===== src/rtl/simd_add_pkg.sv =====
package simd_add_pkg;
  typedef enum logic [1:0] {
    MODE_W32     = 2'b00,
    MODE_W16     = 2'b01,
    MODE_W8      = 2'b10,
    MODE_W32_ALT = 2'b11
  } lane_mode_e;
endpackage


===== src/rtl/simd_lane_map.sv =====
module simd_lane_map
  import simd_add_pkg::*;
#(
  parameter int N_SLICES = 4,
  localparam int LOG2N   = $clog2(N_SLICES),
  localparam int SH_W    = LOG2N + 1
) (
  input  lane_mode_e              mode_i,
  output logic [N_SLICES-1:0]     start_o,
  output logic [N_SLICES-1:0]     last_o,
  output logic [SH_W-1:0]         shift_o
);
  int sh;

  always_comb begin
    case (mode_i)
      MODE_W16: sh = LOG2N - 1;
      MODE_W8:  sh = 0;
      default:  sh = LOG2N;
    endcase
    shift_o = SH_W'(sh);
    for (int j = 0; j < N_SLICES; j++) begin
      start_o[j] = ((j       & ((1 << sh) - 1)) == 0);
      last_o[j]  = (((j + 1) & ((1 << sh) - 1)) == 0);
    end
  end
endmodule


===== src/rtl/simd_slice_add.sv =====
module simd_slice_add #(
  parameter int SW = 8
) (
  input  logic [SW-1:0] a_i,
  input  logic [SW-1:0] b_i,
  input  logic          sub_i,
  input  logic          lane_start_i,
  input  logic          chain_ci_i,
  output logic [SW-1:0] sum_o,
  output logic          co_o
);
  logic [SW-1:0] b_eff;
  logic          ci;

  // a lane start takes the op's own carry-in and cuts the chain from below
  assign b_eff = sub_i ? ~b_i : b_i;
  assign ci    = lane_start_i ? sub_i : chain_ci_i;
  assign {co_o, sum_o} = {1'b0, a_i} + {1'b0, b_eff} + {{SW{1'b0}}, ci};
endmodule


===== src/rtl/simd_add_top.sv =====
module simd_add_top
  import simd_add_pkg::*;
#(
  parameter int SW       = 8,
  parameter int N_SLICES = 4,
  localparam int W       = SW * N_SLICES,
  localparam int SH_W    = $clog2(N_SLICES) + 1
) (
  input  logic                clk_i,
  input  logic                rst_ni,
  input  logic                in_valid_i,
  input  logic [1:0]          mode_i,
  input  logic                sub_i,
  input  logic [W-1:0]        a_i,
  input  logic [W-1:0]        b_i,
  output logic                out_valid_o,
  output logic [W-1:0]        sum_o,
  output logic [N_SLICES-1:0] carry_o
);
  lane_mode_e          lane_mode;
  logic [N_SLICES-1:0] lane_start, lane_last, slice_co, lane_cy;
  logic [SH_W-1:0]     lane_shift;
  logic [W-1:0]        sum_d;

  assign lane_mode = lane_mode_e'(mode_i);

  simd_lane_map #(.N_SLICES(N_SLICES)) i_lane_map (
    .mode_i  (lane_mode),
    .start_o (lane_start),
    .last_o  (lane_last),
    .shift_o (lane_shift)
  );

  for (genvar g = 0; g < N_SLICES; g++) begin : g_slice
    logic chain_ci;
    if (g == 0) begin : g_lo
      assign chain_ci = 1'b0;
    end else begin : g_hi
      assign chain_ci = slice_co[g-1];
    end
    simd_slice_add #(.SW(SW)) i_slice (
      .a_i          (a_i[g*SW +: SW]),
      .b_i          (b_i[g*SW +: SW]),
      .sub_i        (sub_i),
      .lane_start_i (lane_start[g]),
      .chain_ci_i   (chain_ci),
      .sum_o        (sum_d[g*SW +: SW]),
      .co_o         (slice_co[g])
    );
  end

  // lane k flag = carry of its top slice; lanes absent in this mode stay 0
  always_comb begin
    lane_cy = '0;
    for (int j = 0; j < N_SLICES; j++) begin
      if (lane_last[j]) lane_cy[j >> int'(lane_shift)] = slice_co[j];
    end
  end

  always_ff @(posedge clk_i or negedge rst_ni) begin
    if (!rst_ni) begin
      out_valid_o <= 1'b0;
      sum_o       <= '0;
      carry_o     <= '0;
    end else begin
      out_valid_o <= in_valid_i;
      if (in_valid_i) begin
        sum_o   <= sum_d;
        carry_o <= lane_cy;
      end
    end
  end

  // reference for the lowest lane in byte mode, straight from the ports
  logic [SW:0] low_ref;
  assign low_ref = {1'b0, a_i[SW-1:0]} + {1'b0, (sub_i ? ~b_i[SW-1:0] : b_i[SW-1:0])}
                 + {{SW{1'b0}}, sub_i};


  valid_lat_chk: assert property (@(posedge clk_i) disable iff (!rst_ni)
    out_valid_o == $past(in_valid_i));


  hold_chk: assert property (@(posedge clk_i) disable iff (!rst_ni)
    !in_valid_i |=> ($stable(sum_o) && $stable(carry_o)));


  unused_w32_chk: assert property (@(posedge clk_i) disable iff (!rst_ni)
    (in_valid_i && (lane_mode == MODE_W32 || lane_mode == MODE_W32_ALT))
      |=> (carry_o[N_SLICES-1:1] == '0));


  unused_w16_chk: assert property (@(posedge clk_i) disable iff (!rst_ni)
    (in_valid_i && lane_mode == MODE_W16) |=> (carry_o[N_SLICES-1:N_SLICES/2] == '0));


  byte_lane_chk: assert property (@(posedge clk_i) disable iff (!rst_ni)
    (in_valid_i && lane_mode == MODE_W8)
      |=> ({carry_o[0], sum_o[SW-1:0]} == $past(low_ref)));
endmodule


===== config.mk =====
export PLATFORM = sky130hd
export DESIGN_NAME = simd_add_top
export DESIGN_NICKNAME = d
export VERILOG_FILES = /design/src/rtl/simd_add_pkg.sv /design/src/rtl/simd_lane_map.sv /design/src/rtl/simd_slice_add.sv /design/src/rtl/simd_add_top.sv
export SDC_FILE = /design/constraint.sdc
export NUM_CORES = 1
export LEC_CHECK = 0
export ABC_AREA = 1
export ABC_CLOCK_PERIOD_IN_PS = 900
export BUFFER_PORTS_ARGS = -buffer_cell sky130_fd_sc_hd__buf_2
export CORE_UTILIZATION = 35
export DETAILED_ROUTE_END_ITERATION = 8
export GPL_ROUTABILITY_DRIVEN = 0
export PLACE_DENSITY = 0.63
export SYNTH_ARGS = -nofsm -noshare
export SYNTH_HDL_FRONTEND = slang
export SYNTH_SLANG_ARGS = --single-unit

===== constraint.sdc =====
create_clock -name clk_i -period 0.9 [get_ports clk_i]
set_input_delay 0.18 -clock clk_i [delete_from_list [all_inputs] [get_ports clk_i]]
set_output_delay 0.18 -clock clk_i [all_outputs]
set_load 0.05 [all_outputs]

==> results of run 1 <==
==> power groups by stage <==
stage	Sequential, W	Clock, W	Combinational [W]
finish	0.00230	0.00128	0.00591
CTS	0.00230	0.00134	0.00564
floorplan	0.00353	0	0.00179
detailed placement	0.00225	0	0.00466
global placement	0.00223	0	0.00459
global route	0.00233	0.00136	0.00635
==> cell usage in the layout (no fill, tap or decap), types with 3 or more instances in the layout <==
master	count
fa_2	7
a21oi_1	14
nand2_2	22
xnor2_1	7
o21ai_2	10
o211ai_1	4
inv_1	53
nand3b_1	3
nor2_1	17
nand3_1	16
xor2_1	27
buf_6	43
o21bai_1	4
a21oi_2	11
buf_12	6
xnor2_2	3
buf_2	68
nand3_2	9
inv_2	7
clkbuf_8	6
dfrtp_1	37
o21ai_1	18
nand2_1	109
buf_4	104
ha_1	32
==> worst register-to-register path, delay by kind of cell, from the launching register on <==
family | cells | cell delay (ns)
buffers and inverters | 2 | 0.25
DFF | 1 | 0.39
and+or+nand+nor | 2 | 0.12
==> sequential cells by signal (all words and copies together) (netlist names) <==
signal and count:
out_valid_o 1, sum_o 32, carry_o 4
==> metal layers <==
| layer | GRT usage, % | share of wire (%) | vias to the layer above |
|---|---|---|---|
| li1 | - | - | 1854 |
| met1 | 25.5 | 44 | 1665 |
| met2 | 37.7 | 50 | 101 |
| met3 | 2.98 | 4.8 | 16 |
| met4 | 4.48 | 1.3 | 0 |
| met5 | 0 | 0 | - |
==> repair_timing <==
| action | CTS | global route |
|---|---|---|
| pin swaps | 56 | 28 |
| hold buffers | 1 | 0 |
| setup endpoints to repair | 72 | 72 |
| resized for setup | 123 | 23 |
| buffers inserted | 38 | 19 |
| hold endpoints to repair | 37 | 0 |
| cloned | 1 | 0 |
==> final timing paths <==
check,endpoint,slack (ns),cells after the start
max,sum_o[30]$_DFFE_PN0P_,-3.48,35
min,sum_o[0]$_DFFE_PN0P_,0.21,3
max reg2reg,carry_o[2]$_DFFE_PN0P_,0.04,4
min reg2reg,sum_o[13]$_DFFE_PN0P_,0.50,2
max in group asynchronous,sum_o[11]$_DFFE_PN0P_,0.30,3
min in group asynchronous,sum_o[5]$_DFFE_PN0P_,0.39,3
==> per-stage QoR <==
step / total power [W] / utilization, %
after floorplan: 0.00532 / -
after global placement: 0.00682 / 52.3
after detailed placement: 0.00691 / 52.3
after CTS: 0.00928 / 60.1
after global routing: 0.0100 / 61.8
final: 0.00949 / 61.8
==> logic make-up after synthesis <==
family | count (synthesis)
and+or+nand+nor | 185
DFF | 37
AOI/OAI and AO/OA | 69
buffers and inverters | 72
xor gates and xnor gates | 40
adders and majority gates | 41
==> layout make-up <==
| cell class | count | area (sq um) | area share [%] |
|---|---|---|---|
| clock buffers | 7 | 86.3 | 1.57 |
| well taps | 108 | 135 | 2.46 |
| inverters | 61 | 229 | 4.16 |
| multi-input cells | 335 | 2360 | 42.9 |
| flip-flops and latches | 37 | 926 | 16.8 |
| repair buffers | 223 | 1760 | 32.1 |
==> flow_summary_export.csv, run 1 <==
group,metric,value,unit
power_and_ir_drop,vdd_ir_drop_max,0.955,mV
synth,syn_area,0.00328,sq mm
route,drt_wl_total,10.0,mm
flow_run,maxCapViolations,0,
clocking,clockRootBuffer,"clkbuf_8",
die,die_x,98.8,microns
synth,synth-xor-area-share,10.7,%
route,firstDrtPassIters,4,
place,place_ws,-4.16,ns
clocking,htree_num_levels,2,
synth,ys_top_cells_by_count,"nand2_1 (130), inv_1 (60), dfrtp_1 (37), ha_1 (34), xor2_1 (29)",
cells_and_area,diodes,0,
die,die-height,98.8,microns
sta,fin_worst_skew,0,ns
cells_and_area,fill_cells,770,
route,via_per_inst,4.72,
worst_setup_path,max_stage_delay,0.36,ns
worst_setup_path,crit_top_cell,"nand2_2",
clocking,path_clk_slew,0.08,ns
clocking,clk_latency,0.29,ns
worst_setup_path,path_max_fanout,6,
power_and_ir_drop,switching_share,44.2,%
die,rows,34,
cells_and_area,syn_to_final_growth,67.6,%
cells_and_area,layoutNonFillerInstCount,771,
synth,ys_async_sr_fraction,100,%
power_and_ir_drop,pwr-share-clk,13.5,%
synth,synth_largest_area_cell,"dfrtp_1",
sta,fin_crit_sh,486,%
worst_setup_path,crit_start,"sub_i",
power_and_ir_drop,powerDensity,1720,mW/mm^2
route,postRouteAntennaNets,0,
global_routing,grt_pass1_wl,15.9,mm
synth,ys.flop_type,"dfrtp_1",
worst_setup_path,reg2reg_from,"carry_o[2]$_DFFE_PN0P_",
worst_setup_path,startpoint_type,"primary input",
status,violations,"negative setup slack",
die,die-area,0.00977,sq mm
sta,setup_slack,-3.48,ns
global_routing,grt_usage,20.6,%
synth,ys_seq_area_share,28.2,%
min_path,hp-class,"in -> reg",
synth,yosys.area_share.adder,17.2,%
synth,syn-instance-count,444,
synth,yosys.area_share.simple,23.2,%
synth,synthesis.nets,555,
sta,max_freq,229,MHz
sta,worst_pin_slew,0.317,ns
synth,synth_top_family_by_area,"simple AND/OR/NAND/NOR gates",
worst_setup_path,cp_data_arrival_time,4.56,ns
worst_setup_path,critPathKind,"in -> reg",
power_and_ir_drop,switchingPower,0.00420,W
synth,synth_top_area_share,28.2,%
synth,yosys_warnings,0,
route,wl_per_cell,13.0,microns
worst_setup_path,endpoint_kind,"register",
sta,setup_tns,-77.86,ns
global_routing,antenna_found_initial,0,
worst_setup_path,worst-path-buf-inv,6,
clocking,clock_sinks,37,
min_path,min-delay-start,"b_i[0]",
synth,ys_ff_latch,37,
route,drc,0,
route,drt_iter0_drc,116,
place,portBuffers,106,
power_and_ir_drop,power_frac_seq,24.2,%
cells_and_area,drive_gt1_share,46.5,%
die,core-area,0.00889,sq mm
power_and_ir_drop,comb_power_share,62.3,%
sta,post-route-min-period,4.38,ns
clocking,cts_tree,"built",
route,vias,3636,
place,dp.cells,727,
sta,rsz0062_at_grt,"true",
synth,muxShareOfSynthArea,0,%
global_routing,grt_max_degree,38,
global_routing,grt_pass1_vias,3478,
cells_and_area,fin_area,0.00550,sq mm
worst_setup_path,cp_top_family,"adder cells",
sta,hold_violations,0,
place,dpl_cell_area,0.00465,sq mm
sta,setup_viol,72,
cells_and_area,nNetsFinal,774,
clocking,cts_made_buffers,5,
synth,synth_cell_type_count,30,
power_and_ir_drop,internal_power,0.00529,W
sta,holdWs,0.207,ns
die,start_util,36.9,%
sta,relSlewSlack,78.9,%
synth,synth_area_leaders,"dfrtp_1 (28%), nand2_1 (15%), ha_1 (13%)",
synth,avgSynthCellArea,7.39,sq um
synth,synth_compound_area_share,12.0,%
synth,yosysMostFrequentCell,"nand2_1",
place,dp_hpwl,7.29,mm
sta,maxSlewViolCount,0,
clocking,clk_path_buf_depth,2,
worst_setup_path,cp.required,1.09,ns
die,io_pins,107,
worst_setup_path,slowest_stage,"fa_2",
power_and_ir_drop,leakage,2.99,nW
global_routing,grt_overflow,0,
synth,synth_edf_count,0,
status,status,"finished with violations",
Power figures use the tool's default switching activity.
==> run 2: changes to the inputs <==
- ABC_CLOCK_PERIOD_IN_PS: 900 -> 4740
- CTS_CLUSTER_SIZE: not set -> 20
- clock period: 0.9 -> 4.74 ns (I/O delays scaled with it)
==> flow_summary_export.csv, run 2 (synthesis gave the netlist of run 1 again) <==
group,metric,value,unit
status,status,"finished with violations",
status,violations,"negative setup slack",
die,io_pins,107,
cells_and_area,drive_gt1_share,46.4,%
clocking,hold_buffers,0,
clocking,clockRootBuffer,"clkbuf_8",
power_and_ir_drop,power_frac_seq,23.8,%
sta,setup_tns,-4.78,ns
route,drt_iter0_drc,135,
worst_setup_path,slowest_stage,"ha_1",
worst_setup_path,endpoint_kind,"register",
sta,max_freq,188,MHz
global_routing,antenna_found_initial,0,
clocking,htree_num_levels,2,
worst_setup_path,cp.required,4.92,ns
die,die-area,0.00977,sq mm
route,drc,0,
sta,setup_slack,-0.571,ns
power_and_ir_drop,internal_power,0.000977,W
worst_setup_path,worst-path-buf-inv,29,
cells_and_area,multi_input_area,0.00231,sq mm
place,dp_hpwl,6.87,mm
sta,worst_pin_slew,0.911,ns
sta,relSlewSlack,39.2,%
global_routing,grt_usage,22.4,%
route,firstDrtPassIters,4,
cells_and_area,final_common_cell,"buf_4",
die,die-height,98.8,microns
worst_setup_path,path_max_fanout,5,
cells_and_area,largest_reg_flops,32,
cells_and_area,seq_area,926,sq um
power_and_ir_drop,vdd_ir_drop_max,0.178,mV
route,drt_wl_total,11.1,mm
route,postRouteAntennaNets,0,
clocking,cts_tree,"built",
clocking,clk_path_buf_depth,2,
sta,fin_crit_sh,112,%
clocking,clock_sinks,37,
power_and_ir_drop,powerDensity,331,mW/mm^2
cells_and_area,final_cell_mix,"buf_4 (139), nand2_1 (109), buf_2 (104), inv_1 (55), dfrtp_1 (37)",
die,start_util,36.9,%
power_and_ir_drop,leakage,3.00,nW
worst_setup_path,crit_top_cell,"buf_4",
global_routing,grt_max_degree,38,
route,via_per_inst,4.88,
global_routing,grt_pass1_wl,17.4,mm
die,rows,34,
global_routing,grt_overflow,0,
power_and_ir_drop,switching_share,45.1,%
cells_and_area,nNetsFinal,800,
sta,holdWs,0.483,ns
worst_setup_path,cp_top_family,"buffers and inverters",
cells_and_area,fill_cells,741,
route,vias,3891,
sta,post-route-min-period,5.31,ns
sta,hold_violations,0,
die,die_x,98.8,microns
cells_and_area,syn_to_final_growth,63.6,%
worst_setup_path,cp_data_arrival_time,5.49,ns
clocking,path_clk_slew,0.08,ns
sta,fin_worst_skew,0,ns
sta,maxSlewViolCount,0,
flow_run,maxCapViolations,0,
worst_setup_path,max_stage_delay,0.33,ns
clocking,cts_made_buffers,5,
power_and_ir_drop,pwr-share-clk,16.1,%
place,portBuffers,106,
cells_and_area,regMostFlops,"sum_o",
min_path,hp-class,"reg -> reg",
sta,setup_viol,13,
power_and_ir_drop,switchingPower,0.000801,W
global_routing,grt_pass1_vias,3852,
worst_setup_path,critPathKind,"in -> reg",
route,wl_per_cell,13.9,microns
cells_and_area,reg_top3,"sum_o: 32 flops, carry_o: 4 flops, out_valid_o: 1 flops",
worst_setup_path,startpoint_type,"primary input",
power_and_ir_drop,comb_power_share,60.2,%
clocking,clk_latency,0.30,ns
die,core-area,0.00889,sq mm
cells_and_area,diodes,0,
sta,rsz0062_at_grt,"true",
run 2: metrics by stage:
| stage | instances | utilization [%] | total power, W | cell area [sq um] | setup WS (ns) |
|---|---|---|---|---|---|
| floorplan | 444 | - | 0.00100 | 3390 | -0.838 |
| global placement | 687 | 48.2 | 0.00124 | 4290 | -0.982 |
| detailed placement | 687 | 48.2 | 0.00125 | 4290 | -1.08 |
| CTS | 791 | 58.8 | 0.00171 | 5230 | -0.189 |
| global route | 798 | 60.4 | 0.00188 | 5370 | -0.671 |
| finish | 798 | 60.4 | 0.00178 | 5370 | -0.571 |
run 2: layer usage:
layer / up-vias / track usage (%) / share of wire, %
li1: 1905 / - / -
met1: 1812 / 25.9 / 42
met2: 139 / 41.7 / 51
met3: 35 / 3.48 / 4.5
met4: 0 / 7.46 / 3.0
met5: - / 0 / 0
run 2: area by class of cell:
cell class                 count  share of cell area, %
clock buffer                   5                   1.28
clock inverter                 3                  0.862
timing repair buffer         249                   30.9
sequential                    37                   17.2
inverter                      61                   4.26
multi-input combinational    335                   43.0
tap                          108                   2.52
run 2: power by group through the flow:
stage	clock network [W]	logic (W)	registers, W
after floorplan	0	0.000334	0.000670
after global placement	0	0.000809	0.000428
after detailed placement	0	0.000822	0.000428
after CTS	0.000292	0.000997	0.000423
after global routing	0.000303	0.00115	0.000432
final	0.000286	0.00107	0.000422
run 2: worst paths after layout:
| path | startpoint | to | slack (ns) | cells past startpoint |
|---|---|---|---|---|
| worst max-delay path | sub_i | sum_o[6]$_DFFE_PN0P_ | -0.57 | 36 |
| worst min-delay path | sum_o[23]$_DFFE_PN0P_ | sum_o[23]$_DFFE_PN0P_ | 0.48 | 2 |
| worst max register to register | sum_o[4]$_DFFE_PN0P_ | sum_o[4]$_DFFE_PN0P_ | 4.04 | 2 |
| worst min register to register | sum_o[23]$_DFFE_PN0P_ | sum_o[23]$_DFFE_PN0P_ | 0.48 | 2 |
| max in group asynchronous | rst_ni | sum_o[8]$_DFFE_PN0P_ | 3.39 | 1 |
| min in group asynchronous | rst_ni | sum_o[17]$_DFFE_PN0P_ | 0.78 | 1 |
run 2: what timing repair did:
item | in CTS | in global routing
gates cloned | 1 | 0
hold endpoints to repair | 0 | 0
buffers inserted | 97 | 12
endpoints found under the setup margin | 13 | 17
pin swaps | 27 | 19
resized for setup | 30 | 24
run 2: worst reg2reg max path, cell delays in order (launching register included):
cell,delay (ns)
dfrtp_1,0.41
nand2_1,0.07
o21ai_0,0.09
